File: src/rtl/ikd_pkg.sv
package ikd_pkg;
  typedef logic [7:0] byte_t;

  typedef enum logic [1:0] {
    EXP_HOLD,
    EXP_STEP,
    EXP_SEED,
    EXP_SEED_STEP
  } exp_op_e;

  // right shift, bit7 <- bit1 ^ bit0
  function automatic byte_t key_step(byte_t v);
    return {v[1] ^ v[0], v[7:1]};
  endfunction
endpackage

File: src/rtl/ikd_lfsr.sv
module ikd_lfsr
  import ikd_pkg::*;
#(
  parameter byte_t SEED = 8'h6A
) (
  input  logic    clk_i,
  input  logic    rst_ni,
  input  exp_op_e op_i,
  output byte_t   exp_o
);
  localparam byte_t SEED_NEXT = key_step(SEED);

  byte_t exp_q, exp_d;

  always_comb begin
    unique case (op_i)
      EXP_STEP:      exp_d = key_step(exp_q);
      EXP_SEED:      exp_d = SEED;
      EXP_SEED_STEP: exp_d = SEED_NEXT;
      default:       exp_d = exp_q;
    endcase
  end

  always_ff @(posedge clk_i or negedge rst_ni) begin
    if (!rst_ni) exp_q <= SEED;
    else         exp_q <= exp_d;
  end

  assign exp_o = exp_q;
endmodule

File: src/rtl/ikd_count.sv
module ikd_count #(
  parameter int unsigned KEY_LEN = 32,
  localparam int unsigned CNT_W  = $clog2(KEY_LEN + 1)
) (
  input  logic clk_i,
  input  logic rst_ni,
  input  logic clr_i,
  input  logic one_i,
  input  logic inc_i,
  output logic last_o
);
  logic [CNT_W-1:0] cnt_q;

  always_ff @(posedge clk_i or negedge rst_ni) begin
    if (!rst_ni)    cnt_q <= '0;
    else if (clr_i) cnt_q <= '0;
    else if (one_i) cnt_q <= CNT_W'(1);
    else if (inc_i) cnt_q <= cnt_q + CNT_W'(1);
  end

  // next accepted match is the final one
  assign last_o = (cnt_q == CNT_W'(KEY_LEN - 1));
endmodule

File: src/rtl/ikd_mode.sv
module ikd_mode (
  input  logic clk_i,
  input  logic rst_ni,
  input  logic set_i,
  input  logic clr_i,
  output logic cfg_mode_o,
  output logic done_o
);
  logic mode_q, done_q;

  always_ff @(posedge clk_i or negedge rst_ni) begin
    if (!rst_ni) begin
      mode_q <= 1'b0;
      done_q <= 1'b0;
    end else begin
      done_q <= set_i & ~clr_i;
      if (clr_i)      mode_q <= 1'b0;
      else if (set_i) mode_q <= 1'b1;
    end
  end

  assign cfg_mode_o = mode_q;
  assign done_o     = done_q;
endmodule

File: src/rtl/ikd_top.sv
module ikd_top
  import ikd_pkg::*;
#(
  parameter int unsigned KEY_LEN = 32,
  parameter byte_t       SEED    = 8'h6A
) (
  input  logic       clk_i,
  input  logic       rst_ni,
  input  logic       wr_en_i,
  input  logic [7:0] wr_data_i,
  input  logic       lock_cmd_i,
  output logic       cfg_mode_o,
  output logic       key_done_o
);
  byte_t   exp_byte;
  exp_op_e exp_op;
  logic    last_match, accept, hit, miss, restart, finish;
  logic    cnt_clr, cnt_one, cnt_inc;

  // lock command wins over a same-cycle write
  assign accept  = wr_en_i & ~cfg_mode_o & ~lock_cmd_i;
  assign hit     = accept & (wr_data_i == exp_byte);
  assign miss    = accept & ~hit;
  assign restart = miss & (wr_data_i == SEED);

  generate
    if (KEY_LEN == 1) begin : g_single
      assign finish = hit | restart;
    end else begin : g_multi
      assign finish = hit & last_match;
    end
  endgenerate

  always_comb begin
    exp_op = EXP_HOLD;
    if (lock_cmd_i || finish) exp_op = EXP_SEED;
    else if (hit)             exp_op = EXP_STEP;
    else if (restart)         exp_op = EXP_SEED_STEP;
    else if (miss)            exp_op = EXP_SEED;
  end

  assign cnt_clr = lock_cmd_i | finish | (miss & ~restart);
  assign cnt_one = restart;
  assign cnt_inc = hit;

  ikd_lfsr #(.SEED(SEED)) u_lfsr (
    .clk_i  (clk_i),
    .rst_ni (rst_ni),
    .op_i   (exp_op),
    .exp_o  (exp_byte)
  );

  ikd_count #(.KEY_LEN(KEY_LEN)) u_count (
    .clk_i  (clk_i),
    .rst_ni (rst_ni),
    .clr_i  (cnt_clr),
    .one_i  (cnt_one),
    .inc_i  (cnt_inc),
    .last_o (last_match)
  );

  ikd_mode u_mode (
    .clk_i      (clk_i),
    .rst_ni     (rst_ni),
    .set_i      (finish),
    .clr_i      (lock_cmd_i),
    .cfg_mode_o (cfg_mode_o),
    .done_o     (key_done_o)
  );
endmodule

File: config.mk
export PLATFORM = sky130hd
export DESIGN_NAME = ikd_top
export DESIGN_NICKNAME = d
export VERILOG_FILES = /design/src/rtl/ikd_pkg.sv /design/src/rtl/ikd_lfsr.sv /design/src/rtl/ikd_count.sv /design/src/rtl/ikd_mode.sv /design/src/rtl/ikd_top.sv
export SDC_FILE = /design/constraint.sdc
export NUM_CORES = 1
export LEC_CHECK = 0
export BUFFER_PORTS_ARGS = -buffer_cell sky130_fd_sc_hd__buf_2
export CAP_MARGIN = 20
export CORE_UTILIZATION = 54
export DETAILED_ROUTE_END_ITERATION = 6
export GPL_TIMING_DRIVEN = 0
export PLACE_DENSITY = 0.73
export SLEW_MARGIN = 10
export SYNTH_ARGS = -nofsm -noshare
export SYNTH_HDL_FRONTEND = slang
export SYNTH_SLANG_ARGS = --single-unit
File: constraint.sdc
create_clock -name clk_i -period 2.1 [get_ports clk_i]
set_input_delay 0.105 -clock clk_i [delete_from_list [all_inputs] [get_ports clk_i]]
set_output_delay 0.105 -clock clk_i [all_outputs]
set_load 0.01 [all_outputs]
---- After elaboration in Yosys (flattened, before gate mapping) ----
Cells that the tools add are included.
word-level totals
  bits in registers ....................... 16
  bits of input ports ..................... 12
  output and inout bits ................... 2
  logic and storage cells ................. 40
operators by class
  add/subtract/negate cells ............... 1
  equality and inequality tests ........... 6
  multiplexer cells ....................... 10
  bitwise gates (word level) .............. 15
  reduce and logical (&&, ||, !) cells .... 4
operators by type and width
  operator                                        count
  case mux 8 bit (3 select lines)                 1
  2-to-1 mux 6 bit                                3
  AND 1 bit                                       8
  == test 8 x 7 -> 1 bit (second input constant)  1
  == test 8 bit                                   1
  2-to-1 mux 2 bit                                4
  adder 6 x 1 -> 6 bit (second input constant)    1
  == test 6 x 5 -> 1 bit (second input constant)  1
  nonzero test 3 bit                              2
  == test 2 bit (second input constant)           2
  NOT 1 bit                                       4
  == test 2 x 1 -> 1 bit (second input constant)  1
  2-to-1 mux 1 bit                                2
  bitwise OR 1 bit                                2
  nonzero test 2 bit                              1
  logical OR 1 bit                                1
  bitwise XOR 1 bit                               1

---- Depth between registers and ports, before layout ----
Gate-level depths: netlist (run 1).
  depth in word-level cells ............... 12
  depth in mapped cells ................... 7
  depth with buffers taken out ............ 6

---- Hierarchy ----
Synthesis (run 1) repeated with hierarchy kept, for this count alone.
second synthesis, totals
  cell total of the unflattened synthesis .. 91
  area, all modules ....................... 933.4 µm²
by module, submodules not included
  module     instances  cells an instance  area each (µm²)  seq. area each (µm²)
  ikd_lfsr   1          32                 372.9            205.2
  ikd_count  1          28                 287.8            150.1
  ikd_top    1          27                 206.4            0.0
  ikd_mode   1          4                  66.3             50.0

---- Worst setup path before layout (run 1) ----
No wires, ideal clock.
  path kind ............................... register -> register
  from .................................... reg u_lfsr.exp_q[1] (netlist: u_lfsr.exp_o[1])
  to ...................................... reg u_lfsr.exp_q[7] (netlist: u_lfsr.exp_o[7])
  setup time .............................. 77 ps
  arrival time ............................ 1735 ps
  data required time ...................... 2023 ps
  path slack .............................. 288 ps
  cell stages (with the launch flop) ...... 6
  buffers on the path ..................... 0
  clock period less this slack ............ 1812 ps
  path through ............................ dfstp_2 -> xor2_1 -> nor4_4 -> nand2_2 -> or4_1 -> a21oi_1
on the way
  word-level cells in the longest chain between the ends .. 10
  elaborated cells between the ends (all ways) .. 17
  classes of those cells .................. 4 x eq/ne; 5 x mux; 6 x bitwise; 2 x reduce/logical
ends and longest elaborated chain
  element                                                                       line                          RTL
  start: declaration                                                            ikd_lfsr.sv:13                byte_t exp_q, exp_d;
  start signal: assignment                                                      ikd_lfsr.sv:26                else exp_q <= exp_d;
  == test 8 bit                                                                 ikd_top.sv:22                 assign hit = accept & (wr_data_i == exp_byte);
  AND 1 bit                                                                     ikd_top.sv:22
  NOT 1 bit                                                                     ikd_top.sv:23                 assign miss = accept & ~hit;
  AND 1 bit                                                                     ikd_top.sv:23
  AND 1 bit / 2-to-1 mux 2 bit (equally long branches)                          ikd_top.sv:24, ikd_top.sv:39
  2-to-1 mux 2 bit                                                              ikd_top.sv:38                 else if (restart) exp_op = EXP_SEED_STEP;
  2-to-1 mux 2 bit                                                              ikd_top.sv:37                 else if (hit) exp_op = EXP_STEP;
  2-to-1 mux 2 bit                                                              ikd_top.sv:36                 if (lock_cmd_i || finish) exp_op = EXP_SEED;
  == test 2 bit / == test 2 x 1 -> 1 bit (equally long branches)                ikd_lfsr.sv:16                unique case (op_i)
  case mux 8 bit (3 select lines) / nonzero test 3 bit (equally long branches)  -
Parallel ways exist; a longest one is shown, timed or not.
A chain may end at the register's enable or synchronous reset.

---- Worst setup path in the final report (run 1) ----
  from .................................... reg u_lfsr.exp_q[4] (netlist: u_lfsr.exp_o[4])
  to ...................................... reg u_lfsr.exp_q[7] (netlist: u_lfsr.exp_o[7])
on the way
  word-level cells in the longest chain between the ends .. 10
  elaborated cells between the ends (all ways) .. 16
  classes of those cells .................. 4 x eq/ne; 5 x mux; 5 x bitwise; 2 x reduce/logical
ends and longest elaborated chain
  element                                                                       line
  == test 8 bit *                                                               ikd_top.sv:22
  AND 1 bit *                                                                   ikd_top.sv:22
  NOT 1 bit                                                                     ikd_top.sv:23
  AND 1 bit                                                                     ikd_top.sv:23
  AND 1 bit / 2-to-1 mux 2 bit (equally long branches)                          ikd_top.sv:24, ikd_top.sv:39
  2-to-1 mux 2 bit                                                              ikd_top.sv:38
  2-to-1 mux 2 bit                                                              ikd_top.sv:37
  2-to-1 mux 2 bit *                                                            ikd_top.sv:36
  == test 2 bit / == test 2 x 1 -> 1 bit (equally long branches)                ikd_lfsr.sv:16
  case mux 8 bit (3 select lines) / nonzero test 3 bit (equally long branches)  -
Every way passes the cells marked *; elsewhere a longest branch is shown, timed or not.

==> flow_metrics.env, run 1 <==
export IMPL_die_w_um=43.4
export IMPL_die_area_um2=1880
export IMPL_finalPower_uw=613
export IMPL_tns_ns=0
export IMPL_coreArea_um2=1560
export IMPL_crit_family="simple AND/OR/NAND/NOR gates"
export IMPL_seq_area_frac_synth_pct=43.8
export IMPL_grt_overflow_total=0
export IMPL_vias=788
export IMPL_cts_tree="yes"
export IMPL_critPathMaxFanout=7
export IMPL_fin_crit_ns=1.98
export IMPL_clock_latency_ns=0.29
export IMPL_cp_required_ns=2.32
export IMPL_crit_arrival_ns=2.19
export IMPL_cp_num_buf_inv=0
export IMPL_worstHoldPathType="input pin to flip-flop"
export IMPL_fin_skew_ns=0.00244
export IMPL_hold_depth=3
export IMPL_status="complete, but fails checks"
export IMPL_fillers=131
export IMPL_finalNetCount=126
export IMPL_synth_net_count=108
export IMPL_setup_violations=0
export IMPL_synth_area_leaders="dfrtp_1, dfstp_2, xor2_1"
export IMPL_ys_flop_type="dfrtp_1"
export IMPL_maxCapViolations=0
export IMPL_dp_hpwl_mm=1.36
export IMPL_cp_cell_sequence="xor2_1 > nor4_4 > nand2_2 > or4_1 > a21oi_1"
export IMPL_pwr_density_cell_nw_per_um2=580
export IMPL_numPortBuffers=12
export IMPL_post_cts_buffers=0
export IMPL_cts_sinks=16
export IMPL_synthTopCellsByCount="dfrtp_1, a21oi_1, nor2_1"
export IMPL_avgViaCountPerCell=6.16
export IMPL_syn_area_per_cell_um2=9.73
export IMPL_synthCells=95
export IMPL_yosysWarnings=0
export IMPL_cts_root_buf="clkbuf_4"
export IMPL_yosys_area_top_type="dfrtp_1"
export IMPL_rr_worst_depth=5
export IMPL_cp_depth=5
export IMPL_max_freq_mhz=506
export IMPL_layout_drive_gt1_share_pct=27.7
export IMPL_avgRoutedWirePerCell_um=14.9
export IMPL_globalRouteTotalUtil_pct=23.0
export IMPL_rsz0062_at_grt="no"
export IMPL_clkTransAtPathRegs_ns=0.09
export IMPL_p_leak_nw=0.471
export IMPL_grt_pass1_vias=747
export IMPL_cp_slowest_cell="or4_1"
export IMPL_area_growth_syn_to_layout_pct=14.3
export IMPL_synth_most_common_cell="dfrtp_1"
export IMPL_antennaDiodeCount=0
export IMPL_tightest_slew_ns=0.604
export IMPL_htree_num_levels=1
export IMPL_finalCritPeriodShare_pct=94.1
export IMPL_start_kind="flip-flop"
export IMPL_cts_path_max_buffers=2
export IMPL_cts_buffers=3
export IMPL_peakVddDrop_uv=289
export IMPL_violations="DRC"
export IMPL_hold_viol_final=0
export IMPL_async_reset_ff_share_pct=100
export IMPL_slowest_delay_ns=0.52
export IMPL_dp_slack_ns=0.126
export IMPL_grt_pass1_wl_mm=3.19
export IMPL_start_util_pct=59.3
export IMPL_antenna_found_initial=0
export IMPL_rows=14
export IMPL_grt_max_degree=17
export IMPL_synth_edf_count=0
export IMPL_synth_area_um2=925
export IMPL_slew_headroom_pct=59.4
export IMPL_fin_ws_ns=0.124
export IMPL_synth_top_area_share_pct=32.5
export IMPL_ant_nets=0
export IMPL_gp_congestion=0.759
export IMPL_pin_count=14
export IMPL_dieHeight_um=43.4
export IMPL_crit_type="flip-flop to flip-flop"
export IMPL_drt_iter0_drc=24
export IMPL_wl_mm=1.91
export IMPL_critPathCaptureType="flip-flop"
export IMPL_firstDrtPassIters=6
export IMPL_report_final_slew_viol_count=0
export IMPL_drcViolationCount=4
export IMPL_synth_seq_cells=16
export IMPL_yosysUniqueCellTypes=37
-- metrics by stage --
stage	instance area (um^2)	utilization, %	hold slack (ns)	cells
4_1_cts	1050	67.4	0.115	128
2_1_floorplan	925	-	-0.191	95
3_3_place_gp	1000	64.4	0.0322	123
5_1_grt	1060	67.8	0.160	128
6_report	1060	67.8	0.124	128
3_5_place_dp	1000	64.4	0.0396	123
-- final cells by class --
class                      instances  area, um^2  area share, %
inverter                           3        11.3           1.07
clock buffer                       4        36.3           3.43
tap                               16        20.0           1.89
multi-input combinational         74         505           47.8
sequential                        16         405           38.3
timing repair buffer              13        70.1           6.63
buffer                             2        8.76          0.828
-- per-layer routing --
| metal | GRT usage [%] | vias up | wire length, um |
|---|---|---|---|
| met5 | 0 | - | 0 |
| met2 | 37.3 | 17 | 929 |
| met1 | 31.7 | 383 | 907 |
| met3 | 3.75 | 3 | 52 |
| met4 | 7.50 | 0 | 16 |
| li1 | - | 385 | - |
-- sequential cells by signal, summed over array words and instances, names as in the netlist --
signal / count
u_count.cnt_q: 6
u_lfsr.exp_o: 8
u_mode.cfg_mode_o: 1
u_mode.done_o: 1
-- power breakdown --
| part | internal (mW) | switching (mW) |
|---|---|---|
| clock network | 0.106 | 0.0987 |
| logic | 0.0311 | 0.0493 |
| registers | 0.319 | 0.00974 |
-- cell families (layout without fill, tap and decap cells) --
| kind of cell | count (synthesis) | count (layout) | synth area share [%] |
|---|---|---|---|
| adder cells (fa/ha/maj) | 1 | 1 | 1.35 |
| AND/OR/NAND/NOR | 39 | 39 | 25.7 |
| flip-flops | 16 | 16 | 43.8 |
| buffers and inverters | 5 | 22 | 2.16 |
| AO/OA/AOI/OAI | 26 | 26 | 19.4 |
| XOR/XNOR | 8 | 8 | 7.58 |
-- worst reg2reg max path, cell delays in order (launching register included) --
cell	delay, ns
dfrtp_1	0.44
xor2_1	0.21
nor4_4	0.41
nand2_2	0.17
or4_1	0.52
a21oi_1	0.15
-- cells in the final DEF, fill, tap and decap left out, types with 2 or more instances in the layout --
| cell type | count |
|---|---|
| a21oi_1 | 9 |
| a22o_1 | 2 |
| and3_1 | 2 |
| buf_2 | 12 |
| clkbuf_4 | 3 |
| dfrtp_1 | 12 |
| dfstp_2 | 4 |
| inv_1 | 3 |
| nand2_1 | 7 |
| nand2_2 | 2 |
| nand2b_1 | 3 |
| nand3_1 | 3 |
| nor2_1 | 9 |
| nor3_1 | 2 |
| nor4_4 | 2 |
| o21ai_0 | 3 |
| o311ai_0 | 2 |
| or4_1 | 2 |
| xor2_1 | 8 |
-- final timing paths --
kind | start | end | slack, ns
min in group asynchronous | rst_ni | u_count.cnt_q[5] | 0.25
min reg2reg | u_count.cnt_q[1] | u_count.cnt_q[1] | 0.52
min | lock_cmd_i | u_lfsr.exp_o[1] | 0.12
max in group asynchronous | rst_ni | u_lfsr.exp_o[1] | 1.54
max reg2reg | u_lfsr.exp_o[4] | u_lfsr.exp_o[7] | 0.12
max | u_lfsr.exp_o[4] | u_lfsr.exp_o[7] | 0.12
-- repair_timing --
| action | 4_1_cts | 5_1_grt |
|---|---|---|
| hold endpoints to repair | 12 | 0 |
| gates resized for setup | 0 | 1 |
| hold buffers | 1 | 0 |
| setup endpoints to repair | 0 | 3 |
(Power assumes the default switching activity.)
==> run 2: changes to the inputs <==
--- a/config.mk
+++ b/config.mk
@@ -14,4 +14,5 @@
 export SLEW_MARGIN = 10
 export SYNTH_ARGS = -nofsm -noshare
 export SYNTH_HDL_FRONTEND = slang
+export SYNTH_HIERARCHICAL = 1
 export SYNTH_SLANG_ARGS = --single-unit
==> run 2 against run 1 <==
The flow now finishes without violations. Total power down 14%. Largest cell class unchanged. Via count down 5.7%. Cell area down 0.24%. Area after synthesis up 0.95%. Worst hold slack worse by 0.11 ns. Die area up 0.90%.
==> flow_metrics.env, run 2 <==
export IMPL_final_cell_mix="buf_2, dfrtp_1, nor2_1, xnor2_1, nand2_1"
export IMPL_fin_area_um2=1050
export IMPL_async_reset_ff_share_pct=100
export IMPL_finalNetCount=123
export IMPL_cp_required_ns=2.31
export IMPL_start_util_pct=59.9
export IMPL_fin_skew_ns=0.00191
export IMPL_crit_family="simple AND/OR/NAND/NOR gates"
export IMPL_synth_net_count=104
export IMPL_dp_slack_ns=0.156
export IMPL_report_final_slew_viol_count=0
export IMPL_fin_util_pct=67.7
export IMPL_tns_ns=0
export IMPL_firstDrtPassIters=4
export IMPL_drcViolationCount=0
export IMPL_fin_crit_ns=1.96
export IMPL_cts_sinks=16
export IMPL_globalRouteTotalUtil_pct=22.4
export IMPL_crit_type="flip-flop to flip-flop"
export IMPL_yosys_area_top_type="dfrtp_1"
export IMPL_worstHoldPathType="input pin to flip-flop"
export IMPL_grt_overflow_total=0
export IMPL_crit_arrival_ns=2.16
export IMPL_cp_slowest_cell="dfstp_2"
export IMPL_peakVddDrop_uv=301
export IMPL_tightest_slew_ns=0.351
export IMPL_crit_start="u_lfsr/exp_o[1]"
export IMPL_hold_viol_final=0
export IMPL_avgViaCountPerCell=5.94
export IMPL_slowest_delay_ns=0.59
export IMPL_finalPower_uw=525
export IMPL_synth_most_common_cell="dfrtp_1"
export IMPL_p_leak_nw=0.465
export IMPL_clkTransAtPathRegs_ns=0.09
export IMPL_maxCapViolations=0
export IMPL_largest_register_ffs=8
export IMPL_synth_area_um2=933
export IMPL_grt_pass1_vias=736
export IMPL_place_area_um2=1020
export IMPL_grt_max_degree=17
export IMPL_htree_num_levels=1
export IMPL_synthCells=91
export IMPL_finalCritPeriodShare_pct=93.1
export IMPL_vias=743
export IMPL_dieHeight_um=43.6
export IMPL_timing_rr_start="u_lfsr/exp_o[1]"
export IMPL_final_common_cell="buf_2"
export IMPL_die_area_um2=1900
export IMPL_cts_buffers=3
export IMPL_gp_congestion=0.753
export IMPL_synth_area_leaders="dfrtp_1, dfstp_2, xnor2_1"
export IMPL_dp_hpwl_mm=1.40
export IMPL_antenna_found_initial=0
export IMPL_yosysWarnings=6
export IMPL_cp_num_buf_inv=0
export IMPL_status="complete, no violations"
export IMPL_yosysUniqueCellTypes=35
export IMPL_synth_top_area_share_pct=32.2
export IMPL_die_w_um=43.6
export IMPL_numPortBuffers=13
export IMPL_antennaDiodeCount=0
export IMPL_critPathCaptureType="flip-flop"
export IMPL_coreArea_um2=1560
export IMPL_cts_tree="yes"
export IMPL_critPathMaxFanout=5
export IMPL_max_freq_mhz=511
export IMPL_synth_edf_count=0
export IMPL_pin_count=14
export IMPL_hp_start="lock_cmd_i"
export IMPL_syn_area_per_cell_um2=10.3
export IMPL_area_growth_syn_to_layout_pct=13.0
export IMPL_start_kind="flip-flop"
export IMPL_seq_area_frac_synth_pct=43.4
export IMPL_rows=14
export IMPL_grt_pass1_wl_mm=3.15
export IMPL_drt_iter0_drc=33
export IMPL_rsz0062_at_grt="no"
export IMPL_cp_cell_sequence="xnor2_1 > and4_1 > and3_2 > nand4_2 > or3_1 > a21oi_1"
export IMPL_ant_nets=0
export IMPL_avgRoutedWirePerCell_um=14.9
export IMPL_cts_path_max_buffers=2
export IMPL_pwr_density_cell_nw_per_um2=497
export IMPL_ys_flop_type="dfrtp_1"
export IMPL_slew_headroom_pct=76.6
export IMPL_fin_ws_ns=0.145
export IMPL_layout_drive_gt1_share_pct=30.3
export IMPL_wl_mm=1.86
export IMPL_synth_seq_cells=16
export IMPL_cts_root_buf="clkbuf_4"
export IMPL_fillers=121
export IMPL_synthTopCellsByCount="dfrtp_1, nor2_1, xnor2_1"
export IMPL_setup_violations=0
export IMPL_clock_latency_ns=0.28
## run 2: what timing repair did
| item | CTS | global route |
|---|---|---|
| hold buffers | 1 | 0 |
| endpoints found under the setup margin | 0 | 3 |
| hold endpoints to repair | 12 | 0 |
| resized for setup | 0 | 1 |
| buffers inserted | 0 | 0 |
## run 2: final cells by class
| cell class | count | area, um^2 | share of cell area [%] |
|---|---|---|---|
| buffer | 2 | 22.5 | 2.14 |
| clock buffer | 4 | 26.3 | 2.49 |
| inverter | 2 | 7.51 | 0.712 |
| multi-input combinational | 71 | 498 | 47.2 |
| sequential | 16 | 405 | 38.4 |
| tap | 16 | 20.0 | 1.90 |
| timing repair buffer | 14 | 75.1 | 7.12 |
## run 2: cells by family after synthesis
logic type / count (synthesis) / share of synthesized area [%]
simple gates: 39 / 26.1
compound gates: 17 / 12.6
flops: 16 / 43.4
xor+xnor: 13 / 12.2
buf+inv: 4 / 3.22
mux: 1 / 1.07
fa+ha+maj: 1 / 1.34
## run 2: per-stage QoR
| stage | std cells | hold WS (ns) |
|---|---|---|
| finish | 125 | 0.0183 |
| global route | 125 | 0.0203 |
| CTS | 125 | 0.00827 |
| detailed placement | 120 | 0.0364 |
| global placement | 120 | 0.0324 |
| floorplan | 91 | -0.191 |
## run 2: final timing paths
path | cells past startpoint | endpoint | slack, ns
min in group asynchronous | 2 | u_lfsr/exp_o[2] | 0.25
setup reg to reg | 6 | u_count/cnt_q[5] | 0.14
max in group asynchronous | 2 | u_lfsr/exp_o[1] | 1.54
setup / recovery | 6 | u_count/cnt_q[5] | 0.14
hold / removal | 2 | u_mode/done_o | 0.02
hold reg to reg | 1 | u_mode/cfg_mode_o | 0.51
## run 2: routing by layer
layer | vias to the layer above | track usage (%) | wire (um)
li1 | 355 | - | -
met3 | 6 | 2.50 | 82
met4 | 0 | 9.38 | 26
met5 | - | 0 | 0
met2 | 24 | 37.9 | 907
met1 | 358 | 29.1 | 842
## run 2: power by group
part / internal (mW) / switching [mW] / total, mW
combinational: 0.0232 / 0.0279 / 0.0512
clock: 0.0736 / 0.0907 / 0.164
sequential: 0.309 / 0.000491 / 0.309
==> run 3: changes to the inputs <==
--- a/config.mk
+++ b/config.mk
@@ -7,10 +7,10 @@
 export LEC_CHECK = 0
 export BUFFER_PORTS_ARGS = -buffer_cell sky130_fd_sc_hd__buf_2
 export CAP_MARGIN = 20
-export CORE_UTILIZATION = 54
+export CORE_UTILIZATION = 49
 export DETAILED_ROUTE_END_ITERATION = 6
 export GPL_TIMING_DRIVEN = 0
-export PLACE_DENSITY = 0.73
+export PLACE_DENSITY = 0.7
 export SLEW_MARGIN = 10
 export SYNTH_ARGS = -nofsm -noshare
 export SYNTH_HDL_FRONTEND = slang
==> constraint.sdc (replaced) <==
create_clock -name clk_i -period 1.7 [get_ports clk_i]
set_input_delay 0.085 -clock clk_i [delete_from_list [all_inputs] [get_ports clk_i]]
set_output_delay 0.085 -clock clk_i [all_outputs]
set_load 0.01 [all_outputs]
==> run 3 against run 2 <==
The flow now finishes with violations (setup timing). Cell count grew 20%. Register-to-register slack lost 0.26 ns. Die area grew 9.7%. Setup slack lost 0.26 ns. Via count grew 9.4%. Maximum frequency grew 7.8%. Global-route usage grew 1.3 points. Combinational power grew 74%. Sequential power grew 24%. Critical path type unchanged. Critical endpoint unchanged. Largest cell class unchanged. Largest power group unchanged.
==> flow_metrics.env, run 3 (synthesis results as in run 2) <==
export IMPL_grt_max_degree=17
export IMPL_final_cell_mix="buf_2, buf_4, dfrtp_1"
export IMPL_pwr_density_cell_nw_per_um2=527
export IMPL_grt_overflow_total=0
export IMPL_drcViolationCount=0
export IMPL_start_kind="flip-flop"
export IMPL_place_area_um2=1060
export IMPL_avgViaCountPerCell=5.42
export IMPL_crit_arrival_ns=2.04
export IMPL_hold_viol_final=0
export IMPL_setup_violations=13
export IMPL_cts_sinks=16
export IMPL_grt_busiest_layer="met2"
export IMPL_globalRouteTotalUtil_pct=23.7
export IMPL_firstDrtPassIters=4
export IMPL_ant_nets=0
export IMPL_antenna_found_initial=0
export IMPL_finalCritPeriodShare_pct=107
export IMPL_critPathCaptureType="flip-flop"
export IMPL_finalPower_uw=692
export IMPL_gp_congestion=0.789
export IMPL_layout_drive_gt1_share_pct=54.4
export IMPL_drt_iter0_drc=18
export IMPL_pin_count=14
export IMPL_area_growth_syn_to_layout_pct=40.9
export IMPL_fin_area_um2=1320
export IMPL_clock_latency_ns=0.30
export IMPL_cts_tree="yes"
export IMPL_report_final_slew_viol_count=0
export IMPL_start_util_pct=52.9
export IMPL_grt_pass1_vias=802
export IMPL_cp_cell_sequence="xnor2_2 > and4_4 > and3_4 > nand4_4 > or3_1 > a21oi_1"
export IMPL_peakVddDrop_uv=426
export IMPL_fin_ws_ns=-0.114
export IMPL_largest_register_ffs=8
export IMPL_slew_headroom_pct=75.3
export IMPL_violations="setup timing"
export IMPL_tightest_slew_ns=0.371
export IMPL_fin_skew_ns=0.00328
export IMPL_die_area_um2=2080
export IMPL_grt_met3_usage_pct=2.38
export IMPL_critPathMaxFanout=2
export IMPL_numPortBuffers=13
export IMPL_r2r_end="u_count/cnt_q[5]"
export IMPL_dp_hpwl_mm=1.38
export IMPL_crit_type="flip-flop to flip-flop"
export IMPL_cp_slowest_cell="dfstp_2"
export IMPL_maxCapViolations=0
export IMPL_die_w_um=45.6
export IMPL_met2_usage_pct=40.0
export IMPL_max_freq_mhz=551
export IMPL_rows=15
export IMPL_cts_root_buf="clkbuf_4"
export IMPL_slowest_delay_ns=0.58
export IMPL_hold_slack_ns=0.234
export IMPL_fin_util_pct=74.5
export IMPL_cts_buffers=3
export IMPL_fin_crit_ns=1.81
export IMPL_status="complete, but fails checks"
export IMPL_avgRoutedWirePerCell_um=14.9
export IMPL_cp_required_ns=1.93
export IMPL_coreArea_um2=1760
export IMPL_dieHeight_um=45.6
export IMPL_finalNetCount=139
export IMPL_worstHoldPathType="input pin to asynchronous set/reset pin"
export IMPL_timing_rr_start="u_lfsr/exp_o[1]"
export IMPL_htree_num_levels=1
export IMPL_clkTransAtPathRegs_ns=0.10
export IMPL_reg2reg_slack_ns=-0.11
export IMPL_rr_worst_depth=6
export IMPL_vias=813
export IMPL_grt_use_met1_pct=28.9
export IMPL_p_leak_nw=0.607
export IMPL_wl_mm=2.24
export IMPL_cts_path_max_buffers=2
export IMPL_grt_pass1_wl_mm=3.40
export IMPL_rsz0062_at_grt="yes"
export IMPL_antennaDiodeCount=0
==> run 3: timing repair <==
action                     in CTS  in global routing
gates cloned                    0                  1
hold endpoints to repair       17                  0
gates resized for setup        10                 16
setup buffers                  15                  1
hold buffers                    2                  0
setup endpoints to repair      13                 16
pin swaps                      14                 14
==> run 3: cell type report <==
| type | count | area [um^2] |
|---|---|---|
| plain buffers | 2 | 22.5 |
| clock buffers | 4 | 26.3 |
| fillers | 129 | 449 |
| inverters | 2 | 7.51 |
| multi-input cells | 71 | 617 |
| flip-flops and latches | 16 | 405 |
| well taps | 25 | 31.3 |
| repair buffers | 30 | 205 |
==> run 3: routing by layer <==
metal / routed length [um] / vias to the layer above
li1: - / 389
met1: 997 / 399
met2: 1140 / 21
met3: 71 / 4
met4: 34 / 0
met5: 0 / -
==> run 3: critical path: cells and delay by family (launching register included) <==
family	cells	cell delay (ns)
AND/OR/NAND/NOR	4	0.89
flip-flops	1	0.58
AO/OA/AOI/OAI	1	0.14
XOR/XNOR	1	0.13
==> run 3: worst max-delay path by stage <==
stage / end / startpoint / slack [ns]
after floorplan: u_count/cnt_q[5] / u_lfsr/exp_o[3] / -0.02
after global placement: u_lfsr/exp_o[4] / u_count/cnt_q[0] / -0.28
after detailed placement: u_lfsr/exp_o[4] / u_count/cnt_q[0] / -0.33
after CTS: u_count/cnt_q[5] / u_lfsr/exp_o[3] / -0.08
after global routing: u_lfsr/exp_o[4] / u_lfsr/exp_o[5] / -0.17
final: u_count/cnt_q[5] / u_lfsr/exp_o[1] / -0.11
==> run 3: report_power, final <==
group          total (mW)  switching (mW)  internal [mW]  leakage [nW]
sequential          0.382        0.000618          0.382         0.210
clock               0.221           0.130         0.0915        0.0150
combinational      0.0891          0.0458         0.0433         0.383
==> run 3: stage by stage <==
step / TNS [ns] / setup slack (ns) / std cells
floorplan: -0.0275 / -0.0194 / 91
global placement: -1.93 / -0.278 / 129
detailed placement: -2.45 / -0.328 / 129
CTS: -0.300 / -0.0786 / 149
global route: -1.92 / -0.174 / 150
finish: -0.891 / -0.114 / 150
